$ cat src/rtl/lmem_bringup_pkg.sv
package lmem_bringup_pkg;

  typedef enum logic [2:0] {
    ST_WAIT  = 3'd0,
    ST_HOLD  = 3'd1,
    ST_COUNT = 3'd2,
    ST_READY = 3'd3,
    ST_STALL = 3'd4
  } bu_state_e;

  function automatic int unsigned cnt_width(input int unsigned target);
    return (target < 1) ? 1 : $clog2(target + 1);
  endfunction

endpackage

$ cat src/rtl/lmem_edge_sync.sv
module lmem_edge_sync #(
  parameter int unsigned STAGES = 2
) (
  input  logic clk,
  input  logic rst_n,
  input  logic din,
  output logic rise,
  output logic toggle
);
  localparam int unsigned PW = STAGES + 1;

  logic [PW-1:0] pipe;

  always_ff @(posedge clk or negedge rst_n) begin
    if (!rst_n) pipe <= '0;
    else        pipe <= {pipe[PW-2:0], din};
  end

  assign rise   = pipe[STAGES-1] & ~pipe[STAGES];
  assign toggle = pipe[STAGES-1] ^ pipe[STAGES];
endmodule

$ cat src/rtl/lmem_idle_mon.sv
module lmem_idle_mon
  import lmem_bringup_pkg::*;
#(
  parameter int unsigned LIMIT = 20
) (
  input  logic clk,
  input  logic rst_n,
  input  logic toggle,
  output logic stalled
);
  localparam int unsigned CW = cnt_width(LIMIT);
  localparam logic [CW-1:0] TOP = CW'(LIMIT);

  logic [CW-1:0] idle_cnt;

  // Starts saturated: the clock counts as stopped until an edge is seen.
  always_ff @(posedge clk or negedge rst_n) begin
    if (!rst_n)              idle_cnt <= TOP;
    else if (toggle)         idle_cnt <= '0;
    else if (idle_cnt != TOP) idle_cnt <= idle_cnt + 1'b1;
  end

  assign stalled = (idle_cnt == TOP);
endmodule

$ cat src/rtl/lmem_tally.sv
module lmem_tally
  import lmem_bringup_pkg::*;
#(
  parameter int unsigned TARGET = 100
) (
  input  logic clk,
  input  logic rst_n,
  input  logic clr,
  input  logic inc,
  output logic done
);
  localparam int unsigned CW = cnt_width(TARGET);
  localparam logic [CW-1:0] TOP = CW'(TARGET);

  logic [CW-1:0] cnt;

  always_ff @(posedge clk or negedge rst_n) begin
    if (!rst_n)              cnt <= '0;
    else if (clr)            cnt <= '0;
    else if (inc && !done)   cnt <= cnt + 1'b1;
  end

  assign done = (cnt == TOP);
endmodule

$ cat src/rtl/lmem_bringup.sv
module lmem_bringup
  import lmem_bringup_pkg::*;
#(
  parameter int unsigned REF_KHZ  = 100000,
  parameter int unsigned HOLD_US  = 1000,
  parameter int unsigned STALL_NS = 200,
  parameter int unsigned WRST_CYC = 100,
  parameter int unsigned RRST_CYC = 100,
  parameter int unsigned REC_CYC  = 1,
  parameter int unsigned SYNC_STG = 2
) (
  input  logic clk,
  input  logic rst_n,
  input  logic supply_ok,
  input  logic mem_clk,
  output logic por_rel,
  output logic wrst_n,
  output logic rrst_n,
  output logic ready
);
  localparam int unsigned HOLD_CYC  = REF_KHZ * HOLD_US / 1000;
  localparam int unsigned STALL_CYC = REF_KHZ * STALL_NS / 1000000;

  bu_state_e state, state_nx;

  logic mclk_rise, mclk_tog, stalled;
  logic hold_done, w_done, r_done, rec_done;

  lmem_edge_sync #(.STAGES(SYNC_STG)) u_sync (
    .clk(clk), .rst_n(rst_n), .din(mem_clk),
    .rise(mclk_rise), .toggle(mclk_tog)
  );

  lmem_idle_mon #(.LIMIT(STALL_CYC)) u_idle (
    .clk(clk), .rst_n(rst_n), .toggle(mclk_tog), .stalled(stalled)
  );

  // Hold timer only advances while the memory clock is alive.
  lmem_tally #(.TARGET(HOLD_CYC)) u_hold (
    .clk(clk), .rst_n(rst_n),
    .clr(state != ST_HOLD || stalled),
    .inc(1'b1),
    .done(hold_done)
  );

  // Cumulative reset-edge counts, cleared only from the supply wait.
  lmem_tally #(.TARGET(WRST_CYC)) u_wcnt (
    .clk(clk), .rst_n(rst_n),
    .clr(state == ST_WAIT || !supply_ok),
    .inc(mclk_rise && state == ST_COUNT),
    .done(w_done)
  );

  lmem_tally #(.TARGET(RRST_CYC)) u_rcnt (
    .clk(clk), .rst_n(rst_n),
    .clr(state == ST_WAIT || !supply_ok),
    .inc(mclk_rise && state == ST_COUNT),
    .done(r_done)
  );

  lmem_tally #(.TARGET(REC_CYC)) u_rec (
    .clk(clk), .rst_n(rst_n),
    .clr(state != ST_STALL),
    .inc(mclk_rise),
    .done(rec_done)
  );

  always_comb begin
    state_nx = state;
    if (!supply_ok) begin
      state_nx = ST_WAIT;
    end else begin
      unique case (state)
        ST_WAIT:  state_nx = ST_HOLD;
        ST_HOLD:  if (hold_done) state_nx = ST_COUNT;
        ST_COUNT: if (w_done && r_done) state_nx = ST_READY;
        ST_READY: if (stalled) state_nx = ST_STALL;
        ST_STALL: if (rec_done) state_nx = ST_READY;
        default:  state_nx = ST_WAIT;
      endcase
    end
  end

  always_ff @(posedge clk or negedge rst_n) begin
    if (!rst_n) state <= ST_WAIT;
    else        state <= state_nx;
  end

  assign por_rel = (state == ST_COUNT) || (state == ST_READY) || (state == ST_STALL);
  assign wrst_n  = (state == ST_READY) || (state == ST_COUNT && w_done);
  assign rrst_n  = (state == ST_READY) || (state == ST_COUNT && r_done);
  assign ready   = (state == ST_READY);
endmodule

$ cat config.mk
export PLATFORM = sky130hd
export DESIGN_NAME = lmem_bringup
export DESIGN_NICKNAME = d
export VERILOG_FILES = /design/src/rtl/lmem_bringup_pkg.sv /design/src/rtl/lmem_edge_sync.sv /design/src/rtl/lmem_idle_mon.sv /design/src/rtl/lmem_tally.sv /design/src/rtl/lmem_bringup.sv
export SDC_FILE = /design/constraint.sdc
export NUM_CORES = 1
export LEC_CHECK = 0
export BUFFER_PORTS_ARGS = -buffer_cell sky130_fd_sc_hd__buf_2
export CORE_MARGIN = 4
export CORE_UTILIZATION = 61
export CTS_CLUSTER_DIAMETER = 40
export CTS_CLUSTER_SIZE = 40
export DETAILED_ROUTE_END_ITERATION = 10
export PLACE_DENSITY = 0.85
export SLEW_MARGIN = 20
export SYNTH_ARGS = -nofsm -noshare
export SYNTH_HDL_FRONTEND = slang
export SYNTH_SLANG_ARGS = --single-unit
$ cat constraint.sdc
create_clock -name clk -period 2.4 [get_ports clk]
set_input_delay 0.12 -clock clk [delete_from_list [all_inputs] [get_ports clk]]
set_output_delay 0.12 -clock clk [all_outputs]
set_load 0.02 [all_outputs]
==> impl_results.md, run 1 <==
- Status: finished clean
- Most numerous cell in the Yosys netlist: dfrtp_1
- Crit path launch type: register
- Fraction of registers with async set/reset: 1.000
- Largest area contributor in the netlist: dfrtp_1
- Vias in the first global route: 1654
- WHS Endpoint: state[0]$_DFFE_PN0P_
- Hold path cells: 2
- Largest cells by area after synthesis: dfrtp_1 44%, xnor2_1 5.3%, ha_1 4.8%
- First-pass GRT wire length: 7.376 mm
- HP Start: supply_ok
- Routability cong.: 0.8310
- Mapped Avg Cell Area: 9.888 um^2
- Place WS: 0.5171 ns
- Rows: 22
- Clock root buffer: clkbuf_8
- H-tree levels: 2
- Synth top cells by count: 41 x dfrtp_1, 29 x nor2_1, 17 x inv_1
- Worst path slowest cell: dfrtp_1
- Sequential share of the synthesized area: 0.4622
- Post-CTS Setup Repair Bufs: 0
- RSZ-0062 raised after global routing: false
- Largest net degree at the start of global routing: 44
- Final #Nets: 261
- Clock Path Buffers: 2
- Seq cells post-synth: 43
- Synth Warn #: 0
- Pwr Density: 532.5 mW/mm^2
- Placed insts: 287
- Origin of the critical flop-to-flop path: u_idle.idle_cnt[0]$_DFFE_PN0P_
- # IOs: 8
- Post-synthesis xor/xnor area fraction: 0.08257
- CTS sink cnt: 43
- Post-synthesis compound-gate area fraction: 0.09651
- Worst-Skew Late Latency: 0.30 ns
- Max-slew violations: 0
- DR iter-0 viols: 58
- DRT Pass-1 Iters: 4
- Routed vias: 1693
- Die Wd: 69.85 um
- Largest family of logic cells by synthesized area: simple AND/OR/NAND/NOR gates
- Total negative slack: 0 ns
- N_diodes: 0
- GR Util All Layers: 0.1869
- Core area: 0.003689 mm^2
- Clock slew seen by the registers of the worst setup and hold paths: 0.07 ns
- Post-DP HPWL: 2.921 mm
- I/O Buffers: 7
- CP max stage delay: 0.42 ns
- P_leak: 1.066 nW
- Clk_skew: 0.007242 ns
- DR WL/cell: 13.96 um
- Hold Crit Class: input port to register
- Synth unique cells: 46
- Post-synthesis adder-cell area fraction: 0.04826
- Slew at the pin with the worst max-slew slack: 0.9419 ns
- Die ar.: 0.004879 mm^2
- Crit path from: u_idle.idle_cnt[0]$_DFFE_PN0P_
- Worst IR Drop VDD: 0.4109 mV
- Layout cell share with drive strength beyond 1: 0.1084
- DRC: 0
- Total of max-cap violations: 0
- Crit Path Max Fanout: 9
- Starting Density: 0.6326
- Final Cycle Share: 0.8007
- Vias/cell: 5.700
- Final ANT Viol Nets: 0
- Final core occ: 0.6852
- Die span in y: 69.85 um
- Final Critical Period: 1.922 ns
- Critical R2R Capture: u_hold.cnt[13]$_DFFE_PN0P_
- Initial antenna violation count: 0
- Setup crit end kind: register
- Mapped Nets: 249
- R2R setup slack: 0.48 ns
- Slew margin rel.: 0.3720
- CTS tree: done
- Cell breakdown of the critical path: inv_1 > ha_1 > and4b_1 > or2_0 > buf_4 > a211oi_1 > a31o_1
- Required time of the critical path: 2.63 ns
- Post-route insts no fill: 297
- Worst Reg-to-Reg Cells: 7
- Yosys top cell area share: 0.4397
- GRT overflow: 0
- Area Growth Syn to Fin: 8.311%
- Setup violators final: 0
- Critical Path AT: 2.15 ns
- Final wirelength: 4.146 mm
- Synth Cell Area: 0.002333 mm^2
- Cells after Synth: 236
- FMAX: 520.4 MHz
- TritonCTS Buffers: 5
- Crit Path Category: register to register
- Fin. Hold Viols: 0
- Simple-gate share of the synthesized area: 0.2472
- Post-synth EDFFs: 0
- Final WS setup: 0.4783 ns
- Mux contribution to synthesized area: 0.01716
- Ys flop type: dfrtp_1
layout make-up:
cell class	count	area, um^2
fill	298	1161
multi-input combinational	169	1147
sequential	43	1079
clock buffer	8	100.1
timing repair buffer	12	77.57
inverter	17	63.81
tap	48	60.06
cells in the final DEF (no fill, tap or decap), types with 4 or more instances in the layout:
cell,count
xor2_1,8
and2_1,7
nor3_1,5
clkbuf_8,7
nand3_1,10
a21oi_1,10
mux2i_1,4
dfrtp_1,41
o21ai_0,5
buf_2,7
nand4_1,4
xnor2_1,14
inv_1,17
nor2_1,29
ha_1,9
nand2_1,13
a211oi_1,5
critical path, delay by kind of cell, from the launching register on:
kind                     cells  cell delay, ns
AND/OR/NAND/NOR              2            0.61
flip-flops                   1            0.42
AO/OA/AOI/OAI                2            0.37
buffers and inverters        2            0.26
adder cells (fa/ha/maj)      1            0.21
where the power goes:
| group | internal, mW | switching [mW] | total, mW |
|---|---|---|---|
| Combinational | 0.0363 | 0.0529 | 0.0892 |
| Sequential | 0.741 | 0.0187 | 0.760 |
| Clock | 0.263 | 0.234 | 0.497 |
| Total | 1.04 | 0.306 | 1.35 |
worst max path at each step:
stage                            endpoint  slack (ns)
2_1_floorplan  u_hold.cnt[13]$_DFFE_PN0P_        0.68
3_3_place_gp   u_hold.cnt[15]$_DFFE_PN0P_        0.61
5_1_grt        u_hold.cnt[15]$_DFFE_PN0P_        0.37
6_report       u_hold.cnt[13]$_DFFE_PN0P_        0.48
4_1_cts        u_hold.cnt[13]$_DFFE_PN0P_        0.49
3_5_place_dp   u_hold.cnt[13]$_DFFE_PN0P_        0.52
cell families after synthesis:
kind of cell,count (synthesis)
adder cells (fa/ha/maj),9
AND/OR/NAND/NOR,101
AO/OA/AOI/OAI,33
buffers and inverters,24
multiplexers,4
flip-flops,43
XOR/XNOR,22
state kept, by name, summed over array words and instances, names as in the netlist:
name             flops
u_hold.cnt          17
u_rcnt.cnt           7
u_wcnt.cnt           7
u_idle.idle_cnt      5
state                3
u_sync.pipe          3
u_rec.done           1
per-layer routing:
metal | global-route usage | vias to the layer above | part of all wire
li1 | - | 844 | -
met4 | 0.09149 | 0 | 0.022
met2 | 0.2928 | 29 | 0.46
met3 | 0.04892 | 8 | 0.038
met5 | 0 | - | 0
met1 | 0.2397 | 812 | 0.48
metrics by stage:
| stage | hold WS, ns | area, um^2 | power [mW] |
|---|---|---|---|
| 6_report | 0.08617 | 2527 | 1.346 |
| 5_1_grt | 0.06968 | 2527 | 1.417 |
| 4_1_cts | 0.07246 | 2527 | 1.363 |
| 3_5_place_dp | 0.2351 | 2407 | 0.8618 |
| 3_3_place_gp | 0.2285 | 2407 | 0.8574 |
| 2_1_floorplan | -0.1756 | 2333 | 0.8268 |
what timing repair did:
| item | CTS | global route |
|---|---|---|
| endpoints found under the hold margin | 42 | 0 |
| hold buffers | 2 | 0 |
| gates resized for setup | 0 | 0 |
Power figures use the tool's default switching activity.
==> run 2: changes to the inputs <==
clock period = 1.99 ns   (was 2.4 ns; I/O delays follow)
==> run 2 against run 1 <==
Effect of this change:
- via count grew 1.7%
- worst hold slack worse by 0.024 ns
- wire length decreased by 0.94%
- register-to-register slack worse by 0.32 ns
- sequential cell count unchanged
- clock skew hardly changed
- fmax increased by 5.0%
- combinational power up 27%
- largest cell class unchanged
==> impl_results.md, run 2 (synthesized netlist as in run 1, its figures left out) <==
- DR WL/cell: 13.64 um (-2.3%)
- Crit Path Max Fanout: 10 (+1)
- Total negative slack: 0 ns (unchanged)
- Worst-Skew Late Latency: 0.30 ns (about the same)
- Clk_skew: 0.007598 ns (+0.0003558 ns)
- Setup violators final: 0 (unchanged)
- Largest register FFs: 17 (unchanged)
- N_diodes: 0 (unchanged)
- Starting Density: 0.6326 (unchanged)
- Vias/cell: 5.718 (+0.30%)
- Layout cell share with drive strength beyond 1: 0.1265 (+0.01805)
- GR Util All Layers: 0.1870 (about the same)
- H-tree levels: 2 (unchanged)
- Clock root buffer: clkbuf_8
- Largest net degree at the start of global routing: 28 (-36%)
- Pwr Density: 669.0 mW/mm^2 (+26%)
- TritonCTS Buffers: 5 (unchanged)
- Clock Path Buffers: 2 (unchanged)
- Final ANT Viol Nets: 0 (unchanged)
- Post-DP HPWL: 2.941 mm (+0.70%)
- Total of max-cap violations: 0 (unchanged)
- Status: finished clean
- Routability cong.: 0.8517 (+2.5%)
- First-pass GRT wire length: 7.438 mm (+0.84%)
- Final #Nets: 265 (+1.5%)
- Die span in y: 69.85 um (unchanged)
- Commonest non-fill, non-tap cell in the layout: dfrtp_1
- DRT Pass-1 Iters: 4 (unchanged)
- Fin. Hold Viols: 0 (unchanged)
- Slew margin rel.: 0.6188 (+0.2468)
- HP Start: supply_ok
- Critical Path AT: 2.02 ns (-0.13 ns)
- Core area: 0.003689 mm^2 (unchanged)
- DRC: 0 (unchanged)
- Setup crit end kind: register
- Biggest register: u_hold.cnt
- Routed vias: 1721 (+1.7%)
- Required time of the critical path: 2.18 ns (-0.45 ns)
- Rows: 22 (unchanged)
- Die Wd: 69.85 um (unchanged)
- Vias in the first global route: 1752 (+5.9%)
- Worst IR Drop VDD: 0.5186 mV (+26%)
- RSZ-0062 raised after global routing: false
- Slew at the pin with the worst max-slew slack: 0.5718 ns (-0.3701 ns)
- Crit path launch type: register
- GRT overflow: 0 (unchanged)
- P_leak: 1.096 nW (+2.8%)
- Post-route insts no fill: 301 (+1.3%)
- Area Growth Syn to Fin: 10.35%
- Hold Crit Class: input port to register
- Crit path from: u_idle.idle_cnt[0]$_DFFE_PN0P_
- Area of the multi-input gates: 0.001147 mm^2 (unchanged)
- Die ar.: 0.004879 mm^2 (unchanged)
- Fillers: 274 (-8.1%)
- Placed insts: 291 (+1.4%)
- Seq. cell area: 0.001079 mm^2 (unchanged)
- # IOs: 8 (unchanged)
- Highest-count cells in the layout ignoring fill and taps: 41 x dfrtp_1, 29 x nor2_1, 17 x inv_1
- Final wirelength: 4.107 mm (-0.94%)
- Clock slew seen by the registers of the worst setup and hold paths: 0.08 ns (about the same)
- Crit Path Category: register to register
- FMAX: 546.7 MHz (+5.0%)
- Largest registers: u_hold.cnt (17), u_rcnt.cnt (7), u_wcnt.cnt (7)
- CTS tree: done
- Max-slew violations: 0 (unchanged)
- Origin of the critical flop-to-flop path: u_idle.idle_cnt[0]$_DFFE_PN0P_
- Final Cycle Share: 0.9193 (+0.1186)
- CTS sink cnt: 43 (unchanged)
- Initial antenna violation count: 0 (unchanged)
- DR iter-0 viols: 68 (+17%)
- I/O Buffers: 7 (unchanged)
- Final Critical Period: 1.829 ns (-0.09236 ns)
-- run 2: worst max-delay path, cell delays in order, from the launching register on --
cell and delay (ns):
dfrtp_1 0.43, inv_1 0.08, ha_1 0.18, and4b_1 0.23
or2_0 0.47, buf_4 0.27, nor2_1 0.06
-- run 2: path summary, 6_finish.rpt --
check | slack (ns) | end | cells after the start
worst min register to register | 0.36 | u_sync.pipe[1]$_DFF_PN0_ | 0
worst max register to register | 0.16 | u_hold.cnt[11]$_DFFE_PN0P_ | 6
min in group asynchronous | 0.25 | u_wcnt.cnt[5]$_DFFE_PN0P_ | 2
max in group asynchronous | 1.03 | u_idle.idle_cnt[4]$_DFFE_PN1P_ | 3
worst max-delay path | 0.16 | u_hold.cnt[11]$_DFFE_PN0P_ | 6
worst min-delay path | 0.06 | state[0]$_DFFE_PN0P_ | 2
-- run 2: power by group --
group / switching, mW / internal, mW / leakage [nW]
combinational: 0.0674 / 0.0456 / 0.454
clock: 0.288 / 0.406 / 0.0612
sequential: 0.0212 / 0.894 / 0.581
total: 0.377 / 1.35 / 1.10
-- run 2: final cells by class --
cell class              count  share of cell area
inverters                  17             0.02478
well taps                  48             0.02332
clock buffers               6             0.03207
flip-flops and latches     43              0.4189
multi-input cells         169              0.4456
repair buffers             16             0.04179
clock inverters             2             0.01361
-- run 2: timing repair --
| action | 4_1_cts | 5_1_grt |
|---|---|---|
| gates resized for setup | 0 | 0 |
| endpoints found under the hold margin | 17 | 0 |
| hold buffers | 2 | 0 |
| setup buffers | 0 | 0 |
-- run 2: layer usage --
metal  GRT usage  vias up  part of all wire
met5           0        -                 0
met4     0.07872        0             0.017
met3     0.05036        9             0.028
met2      0.3095       19              0.50
met1      0.2299      841              0.46
li1            -      852                 -
-- run 2: metrics by stage --
step	hold WS (ns)	util	setup WS [ns]	area [um^2]	power, mW
after floorplan	-0.1961	-	0.2708	2333	0.9972
after global placement	0.04141	0.6608	0.2315	2437	1.036
after detailed placement	0.04494	0.6608	0.1941	2437	1.042
after CTS	0.05183	0.6981	0.1647	2575	1.744
after global routing	0.04885	0.6981	0.01513	2575	1.804
final	0.06186	0.6981	0.1607	2575	1.723
